[config.mk]
export PLATFORM = sky130hd
export DESIGN_NAME = tick_timekeeper
export DESIGN_NICKNAME = d
export VERILOG_FILES = /design/src/rtl/tk_pkg.sv /design/src/rtl/tk_regfile.sv /design/src/rtl/tk_prescaler.sv /design/src/rtl/tk_counter.sv /design/src/rtl/tk_alarm.sv /design/src/rtl/tick_timekeeper.sv
export SDC_FILE = /design/constraint.sdc
export NUM_CORES = 1
export LEC_CHECK = 0
export BUFFER_PORTS_ARGS = -buffer_cell sky130_fd_sc_hd__buf_2
export CAP_MARGIN = 20
export CORE_MARGIN = 2
export CORE_UTILIZATION = 40
export CTS_CLUSTER_SIZE = 10
export DETAILED_ROUTE_END_ITERATION = 8
export GPL_ROUTABILITY_DRIVEN = 0
export SYNTH_ARGS = -nofsm -noshare
export SYNTH_HDL_FRONTEND = slang
export SYNTH_SLANG_ARGS = --single-unit
[constraint.sdc]
create_clock -name clk -period 5 [get_ports clk]
set_input_delay 0 -clock clk [delete_from_list [all_inputs] [get_ports clk]]
set_output_delay 0 -clock clk [all_outputs]
set_load 0.02 [all_outputs]
[src/rtl/tk_pkg.sv]
package tk_pkg;
   // Control byte layout; the bit order is what the host decodes.
   typedef struct packed {
      logic       por_seen;   // bit 7
      logic       osc_src;    // bit 6
      logic       run;        // bit 5
      logic       buf_out;    // bit 4
      logic       fast;       // bit 3
      logic [1:0] cap_code;   // bits 2:1
      logic       spare;      // bit 0, always zero
   } tk_ctrl_t;

   localparam int TK_BYTE_W = 8;
endpackage

[src/rtl/tk_regfile.sv]
module tk_regfile
   import tk_pkg::*;
#(
   parameter int ADDR_W    = 8,
   parameter int BASE_ADDR = 'hC0,
   parameter int ALM_W     = 24,
   parameter int CNT_W     = 40,
   parameter int CNT_OFS   = 6
) (
   input  logic              clk,
   input  logic              rst_n,
   input  logic              wr_en,
   input  logic [ADDR_W-1:0] addr,
   input  logic [7:0]        wdata,
   output tk_ctrl_t          ctrl,
   output logic [ALM_W-1:0]  alarm_val,
   output logic              alarm_wr,
   output logic              load_fire,
   output logic [CNT_W-1:0]  load_val
);
   localparam int ALM_B = ALM_W / TK_BYTE_W;
   localparam int CNT_B = CNT_W / TK_BYTE_W;
   localparam int STG_W = CNT_W - TK_BYTE_W;
   localparam logic [ADDR_W-1:0] CTRL_A = ADDR_W'(BASE_ADDR);
   localparam logic [ADDR_W-1:0] ALM_A  = ADDR_W'(BASE_ADDR + 1);
   localparam logic [ADDR_W-1:0] ALM_E  = ADDR_W'(BASE_ADDR + ALM_B);
   localparam logic [ADDR_W-1:0] LAST_A = ADDR_W'(BASE_ADDR + CNT_OFS + CNT_B - 1);

   logic [STG_W-1:0] stage_q;

   always_ff @(posedge clk) begin
      if (!rst_n) begin
         ctrl <= '0;
      end else if (wr_en && addr == CTRL_A) begin
         ctrl.por_seen <= ctrl.por_seen | wdata[7];
         ctrl.osc_src  <= wdata[6];
         ctrl.run      <= wdata[5];
         ctrl.buf_out  <= wdata[4];
         ctrl.fast     <= wdata[3];
         ctrl.cap_code <= wdata[2:1];
         ctrl.spare    <= 1'b0;
      end
   end

   // Alarm bytes, most significant byte at the lowest address
   always_ff @(posedge clk) begin
      if (!rst_n) begin
         alarm_val <= '0;
      end else begin
         for (int b = 0; b < ALM_B; b++) begin
            if (wr_en && addr == ADDR_W'(BASE_ADDR + 1 + b))
               alarm_val[(ALM_B-1-b)*TK_BYTE_W +: TK_BYTE_W] <= wdata;
         end
      end
   end

   // Holding bytes for every count byte except the last one written
   always_ff @(posedge clk) begin
      if (!rst_n) begin
         stage_q <= '0;
      end else begin
         for (int i = 0; i < CNT_B - 1; i++) begin
            if (wr_en && addr == ADDR_W'(BASE_ADDR + CNT_OFS + i))
               stage_q[(CNT_B-2-i)*TK_BYTE_W +: TK_BYTE_W] <= wdata;
         end
      end
   end

   assign alarm_wr  = wr_en && (addr >= ALM_A) && (addr <= ALM_E);
   assign load_fire = wr_en && (addr == LAST_A);
   assign load_val  = {stage_q, wdata};
endmodule

[src/rtl/tk_prescaler.sv]
module tk_prescaler #(
   parameter int PRE_W = 5
) (
   input  logic clk,
   input  logic rst_n,
   input  logic run,
   input  logic fast,
   input  logic osc_tick,
   input  logic clr,
   output logic step
);
   logic [PRE_W-1:0] div_q;
   logic             slow_en;

   assign slow_en = run && osc_tick && !fast;

   always_ff @(posedge clk) begin
      if (!rst_n)       div_q <= '0;
      else if (clr)     div_q <= '0;
      else if (slow_en) div_q <= div_q + 1'b1;
   end

   // Slow mode steps when the divider is at its last state and another pulse arrives
   assign step = run && osc_tick && (fast || (&div_q));
endmodule

[src/rtl/tk_counter.sv]
module tk_counter #(
   parameter int CNT_W = 40
) (
   input  logic             clk,
   input  logic             rst_n,
   input  logic             step,
   input  logic             load,
   input  logic [CNT_W-1:0] load_val,
   input  logic             latch,
   output logic [CNT_W-1:0] count,
   output logic [CNT_W-1:0] snap
);
   always_ff @(posedge clk) begin
      if (!rst_n)     count <= '0;
      else if (load)  count <= load_val;
      else if (step)  count <= count + 1'b1;
   end

   always_ff @(posedge clk) begin
      if (!rst_n)     snap <= '0;
      else if (latch) snap <= count;
   end
endmodule

[src/rtl/tk_alarm.sv]
module tk_alarm #(
   parameter int ALM_W = 24
) (
   input  logic             clk,
   input  logic             rst_n,
   input  logic             run,
   input  logic [ALM_W-1:0] cnt_lo,
   input  logic [ALM_W-1:0] alarm_val,
   input  logic             alarm_wr,
   output logic             irq
);
   logic [ALM_W-1:0] prev_lo;
   logic             hit;

   // A match counts only on the cycle the low bits move onto the alarm value
   assign hit = (cnt_lo == alarm_val) && (cnt_lo != prev_lo);

   always_ff @(posedge clk) begin
      if (!rst_n) prev_lo <= '0;
      else        prev_lo <= cnt_lo;
   end

   always_ff @(posedge clk) begin
      if (!rst_n)                 irq <= 1'b0;
      else if (alarm_wr || !run)  irq <= 1'b0;
      else if (hit)               irq <= 1'b1;
   end
endmodule

[src/rtl/tick_timekeeper.sv]
module tick_timekeeper
   import tk_pkg::*;
#(
   parameter int ADDR_W    = 8,
   parameter int BASE_ADDR = 'hC0,
   parameter int ALM_W     = 24,
   parameter int CNT_W     = 40,
   parameter int CNT_OFS   = 6,
   parameter int PRE_W     = 5
) (
   input  logic              clk,
   input  logic              rst_n,
   input  logic              osc_tick,
   input  logic              wr_en,
   input  logic              rd_en,
   input  logic [ADDR_W-1:0] addr,
   input  logic [7:0]        wdata,
   output logic [7:0]        rdata,
   output logic              alarm_irq
);
   localparam int ALM_B = ALM_W / TK_BYTE_W;
   localparam int CNT_B = CNT_W / TK_BYTE_W;
   localparam logic [ADDR_W-1:0] CTRL_A  = ADDR_W'(BASE_ADDR);
   localparam logic [ADDR_W-1:0] LATCH_A = ADDR_W'(BASE_ADDR + CNT_OFS - 1);

   generate
      if (CNT_W % TK_BYTE_W != 0) begin : g_bad_cnt
         $error("CNT_W must be a whole number of bytes");
      end
      if (ALM_W % TK_BYTE_W != 0 || ALM_W > CNT_W) begin : g_bad_alm
         $error("ALM_W must be whole bytes and no wider than CNT_W");
      end
      if (CNT_OFS < ALM_B + 2) begin : g_bad_ofs
         $error("CNT_OFS leaves no room for the latch address");
      end
      if (BASE_ADDR + CNT_OFS + CNT_B > (1 << ADDR_W)) begin : g_bad_map
         $error("register map exceeds the address space");
      end
      if (PRE_W < 1) begin : g_bad_pre
         $error("PRE_W must be at least 1");
      end
   endgenerate

   tk_ctrl_t         ctrl_q;
   logic [ALM_W-1:0] alarm_val;
   logic             alarm_wr;
   logic             load_fire;
   logic [CNT_W-1:0] load_val;
   logic             step;
   logic             latch;
   logic [CNT_W-1:0] count;
   logic [CNT_W-1:0] snap;
   logic             run_w;
   logic             fast_w;
   logic [7:0]       rd_mux;

   assign run_w  = ctrl_q.run;
   assign fast_w = ctrl_q.fast;
   assign latch  = rd_en && (addr == LATCH_A);

   tk_regfile #(
      .ADDR_W(ADDR_W), .BASE_ADDR(BASE_ADDR), .ALM_W(ALM_W),
      .CNT_W(CNT_W), .CNT_OFS(CNT_OFS)
   ) i_regs (
      .clk(clk), .rst_n(rst_n), .wr_en(wr_en), .addr(addr), .wdata(wdata),
      .ctrl(ctrl_q), .alarm_val(alarm_val), .alarm_wr(alarm_wr),
      .load_fire(load_fire), .load_val(load_val)
   );

   tk_prescaler #(.PRE_W(PRE_W)) i_pre (
      .clk(clk), .rst_n(rst_n), .run(run_w), .fast(fast_w),
      .osc_tick(osc_tick), .clr(load_fire), .step(step)
   );

   tk_counter #(.CNT_W(CNT_W)) i_cnt (
      .clk(clk), .rst_n(rst_n), .step(step), .load(load_fire),
      .load_val(load_val), .latch(latch), .count(count), .snap(snap)
   );

   tk_alarm #(.ALM_W(ALM_W)) i_alm (
      .clk(clk), .rst_n(rst_n), .run(run_w), .cnt_lo(count[ALM_W-1:0]),
      .alarm_val(alarm_val), .alarm_wr(alarm_wr), .irq(alarm_irq)
   );

   // Byte views, most significant byte at the lowest address
   logic [7:0] snap_byte [CNT_B];
   logic [7:0] alm_byte  [ALM_B];

   generate
      for (genvar i = 0; i < CNT_B; i++) begin : g_snap_b
         assign snap_byte[i] = snap[(CNT_B-1-i)*TK_BYTE_W +: TK_BYTE_W];
      end
      for (genvar b = 0; b < ALM_B; b++) begin : g_alm_b
         assign alm_byte[b] = alarm_val[(ALM_B-1-b)*TK_BYTE_W +: TK_BYTE_W];
      end
   endgenerate

   always_comb begin
      rd_mux = '0;
      if (addr == CTRL_A) rd_mux = ctrl_q;
      for (int b = 0; b < ALM_B; b++) begin
         if (addr == ADDR_W'(BASE_ADDR + 1 + b)) rd_mux = alm_byte[b];
      end
      for (int i = 0; i < CNT_B; i++) begin
         if (addr == ADDR_W'(BASE_ADDR + CNT_OFS + i)) rd_mux = snap_byte[i];
      end
   end

   always_ff @(posedge clk) begin
      if (!rst_n)     rdata <= '0;
      else if (rd_en) rdata <= rd_mux;
   end
endmodule

==> results.md <==
* DR WL/cell at 19.3 um
* Crit Path Class: reg2reg
* GRT Util Overall at 0.221
* Fin util at 0.444
* Syn-to-layout area delta at 8.78%
* Via count at between 7000 and 8000
* First-pass GRT wire length at 37.5 mm
* Core Region at between 20000 and 25000 um2
* Num ports at 30
* Final Cell Area at roughly 9400 um2
* Post-synthesis cell count at 1009
* Drt total wl at about 24 mm
* CP Capture Type: flop
* Die ar. at approximately 23000 um2
* Sequential cell area fraction in the yosys report at 0.421
* Vias in the first global route at 6393
* Unrepaired setup endpoints after global routing: false
* Worst Setup SP: i_pre.div_q[0]
* TritonCTS buffer count at 17
* Avg Inst Size Synth at 8.53 um2
* Max Cap Viol at 0
* Dominant cells by area after synthesis: dfxtp_1 42%, mux2i_1 7.1%, nand2_1 5.5%
* Antenna violations before repair at 0
* Status: complete, no violations
* Die W at around 150 um
* Multi-input gate area at between 4000 and 5000 um2
* Met2 GRT Util at 0.348
* Congestion Overflow GR at 0
* Clock latency at the later pin of the worst-skew pair at 0.44 ns
* Root buffer cell: clkbuf_16
* Synth unique cells at 63
* TritonCTS clock tree: done
* Residual DRC at 0
* Antenna Nets Post-Route at 0
* Initial DRT Pass Iterations at 7
* Post-synth EDFFs at 0
* Synth Flop Type: dfxtp_1
* Worst Path Max Fanout at 10
* # port buffers at 29
* Power per cell area at between 300 and 400 nW/um2
* FFs w/ async S/R, synth at 0
* Via-to-Cell Ratio at 5.58
* Post-place setup slack at roughly 2.1 ns
* Worst Path Arrival at around 3 ns
* Largest area contributor in the netlist: dfxtp_1
* Register Area at approximately 3600 um2
* Grt peak-use layer: met2
* Syn_nets at approximately 1000
* Largest net degree at the start of global routing at between 80 and 90
* Post-CTS setup buffer count at 0
* Worst hold path type: in2reg
* Worst Setup Start Kind: flop
* Hold WS at about 0.011 ns
* Synthesized area at 8610 um2
* Total power at roughly 2.9 mW
* GR met1 Demand/Resource at 0.308
* Slew headroom at 0.370
* First DRT Iteration DRCs at around 740
* Met3 usage at 0.0370
* WP data required at ~5.4 ns
* Placed insts at approximately 1200
* Share of cells above drive strength 1 at 0.104
* Post-DP HPWL at roughly 16 mm
* Endpoints failing hold at 0
* Post-synth top area share at 0.421
* Min-delay src: osc_tick
* Max VDD drop at approximately 170 uV
* Resized Gates After CTS at 0
* CTS H-tree lvls at 4
* Worst Slack Setup Final at 2.36 ns
* Clock skew at around 0.011 ns
* Final setup TNS at 0 ns
* Clock slew at reported path FFs at approximately 0.060 ns
* FMAX at roughly 380 MHz
* Nets at 1003
* Leak pwr at roughly 3.7 nW
* Cts hold-fix bufs at 7
* Slew Limit Fails at 0
* Clk buf depth at 2
* Min Tclk post-route at roughly 2.6 ns
* # diodes at 0
* Worst-Margin Slew at between 0.9 and 1 ns
* Starting Density at 0.408
* Die Y-Extent at 151 um
* Dpl cell area at around 8700 um2
* R2R Path Start: i_pre.div_q[0]
* CTS sink cnt at ~180
* Fill cell total of the finished layout at 2121
* Synthesis-stage register bit count at between 150 and 200
* Row count at 53
* Fin cells at about 1300
* Yosys warnings at 0
* Setup-failing EPs final at 0
* Period utilisation layout at 0.528
layer usage:
metal,routed length (um),vias to the layer above
li1,-,3446
met1,11500,3355
met2,11200,228
met3,1250,36
met4,504,0
met5,0,-
area by class of cell:
| class | instances | area share |
|---|---|---|
| Inverter | 8 | 0.00334 |
| Timing Repair Buffer | 43 | 0.0311 |
| Tap cell | 275 | 0.0367 |
| Sequential cell | 181 | 0.387 |
| Clock buffer | 20 | 0.0488 |
| Multi-Input combinational cell | 728 | 0.480 |
| Clock inverter | 11 | 0.0131 |
placed cells by master, fill, tap and decap left out, types with 6 or more instances in the layout:
cell and count:
a211oi_1 15, a21oi_1 72, a22oi_1 9, a31oi_1 20
and2_1 27, and3_1 8, buf_2 29, clkbuf_16 17
dfxtp_1 181, dlygate4sd3_1 7, inv_1 6, mux2_2 11
mux2i_1 61, nand2_1 127, nand3_1 24, nand4_1 26
nor2_1 89, nor3_1 14, nor4_1 11, o21ai_0 60
or3_1 9, xnor2_1 31, xor2_1 40
cells in the mapped netlist, drive strengths merged (4+ instances only):
cell type / number
dfxtp: 181
nand2: 127
nor2: 91
a21oi: 72
clkbuf: 67
mux2i: 61
o21ai: 60
xor2: 40
xnor2: 31
and2: 30
nand4: 29
nand3: 26
buf: 25
a31oi: 20
nor3: 16
a211oi: 15
mux2: 11
nor4: 11
and4: 10
a22oi: 9
and3: 9
or3: 9
inv: 8
nor2b: 5
a22o: 4
sequential cells by signal, summed over array words and instances (netlist names):
| name | count |
|---|---|
| i_cnt.snap | 40 |
| i_regs.alarm_val | 24 |
| i_regs.ctrl | 7 |
| i_alm.irq | 1 |
| rdata | 8 |
| i_alm.prev_lo | 24 |
| i_cnt.count | 40 |
| i_pre.div_q | 5 |
| i_regs.stage_q | 32 |
final timing paths:
kind,endpoint,slack (ns),cells after the start
setup / recovery,i_cnt.count[29],2.36,8
hold / removal,i_pre.div_q[4],0.01,5
setup reg to reg,i_cnt.count[29],2.36,8
hold reg to reg,i_regs.stage_q[19],0.45,2
logic make-up after synthesis:
| kind of cell | after synthesis | share of synthesized area |
|---|---|---|
| and+or+nand+nor | 377 | 0.219 |
| xor gates and xnor gates | 71 | 0.0722 |
| buffers and inverters | 100 | 0.0575 |
| adders and majority gates | 3 | 0.00436 |
| muxes | 72 | 0.0853 |
| AOI/OAI and AO/OA | 205 | 0.141 |
| DFF | 181 | 0.421 |
power by group:
group	internal [mW]	switching (mW)
registers	1.45	0.00435
clock network	0.763	0.582
logic	0.0340	0.0886
critical path, stage by stage (launching register included):
cell     delay, ns
dfxtp_1       0.37
ha_1          0.17
and3_1        0.16
ha_1          0.14
o211a_1       0.37
and2_1        0.38
nand4_1       0.37
or3_1         0.44
a31oi_1       0.17
No activity file was read; power rests on OpenSTA's default activity.
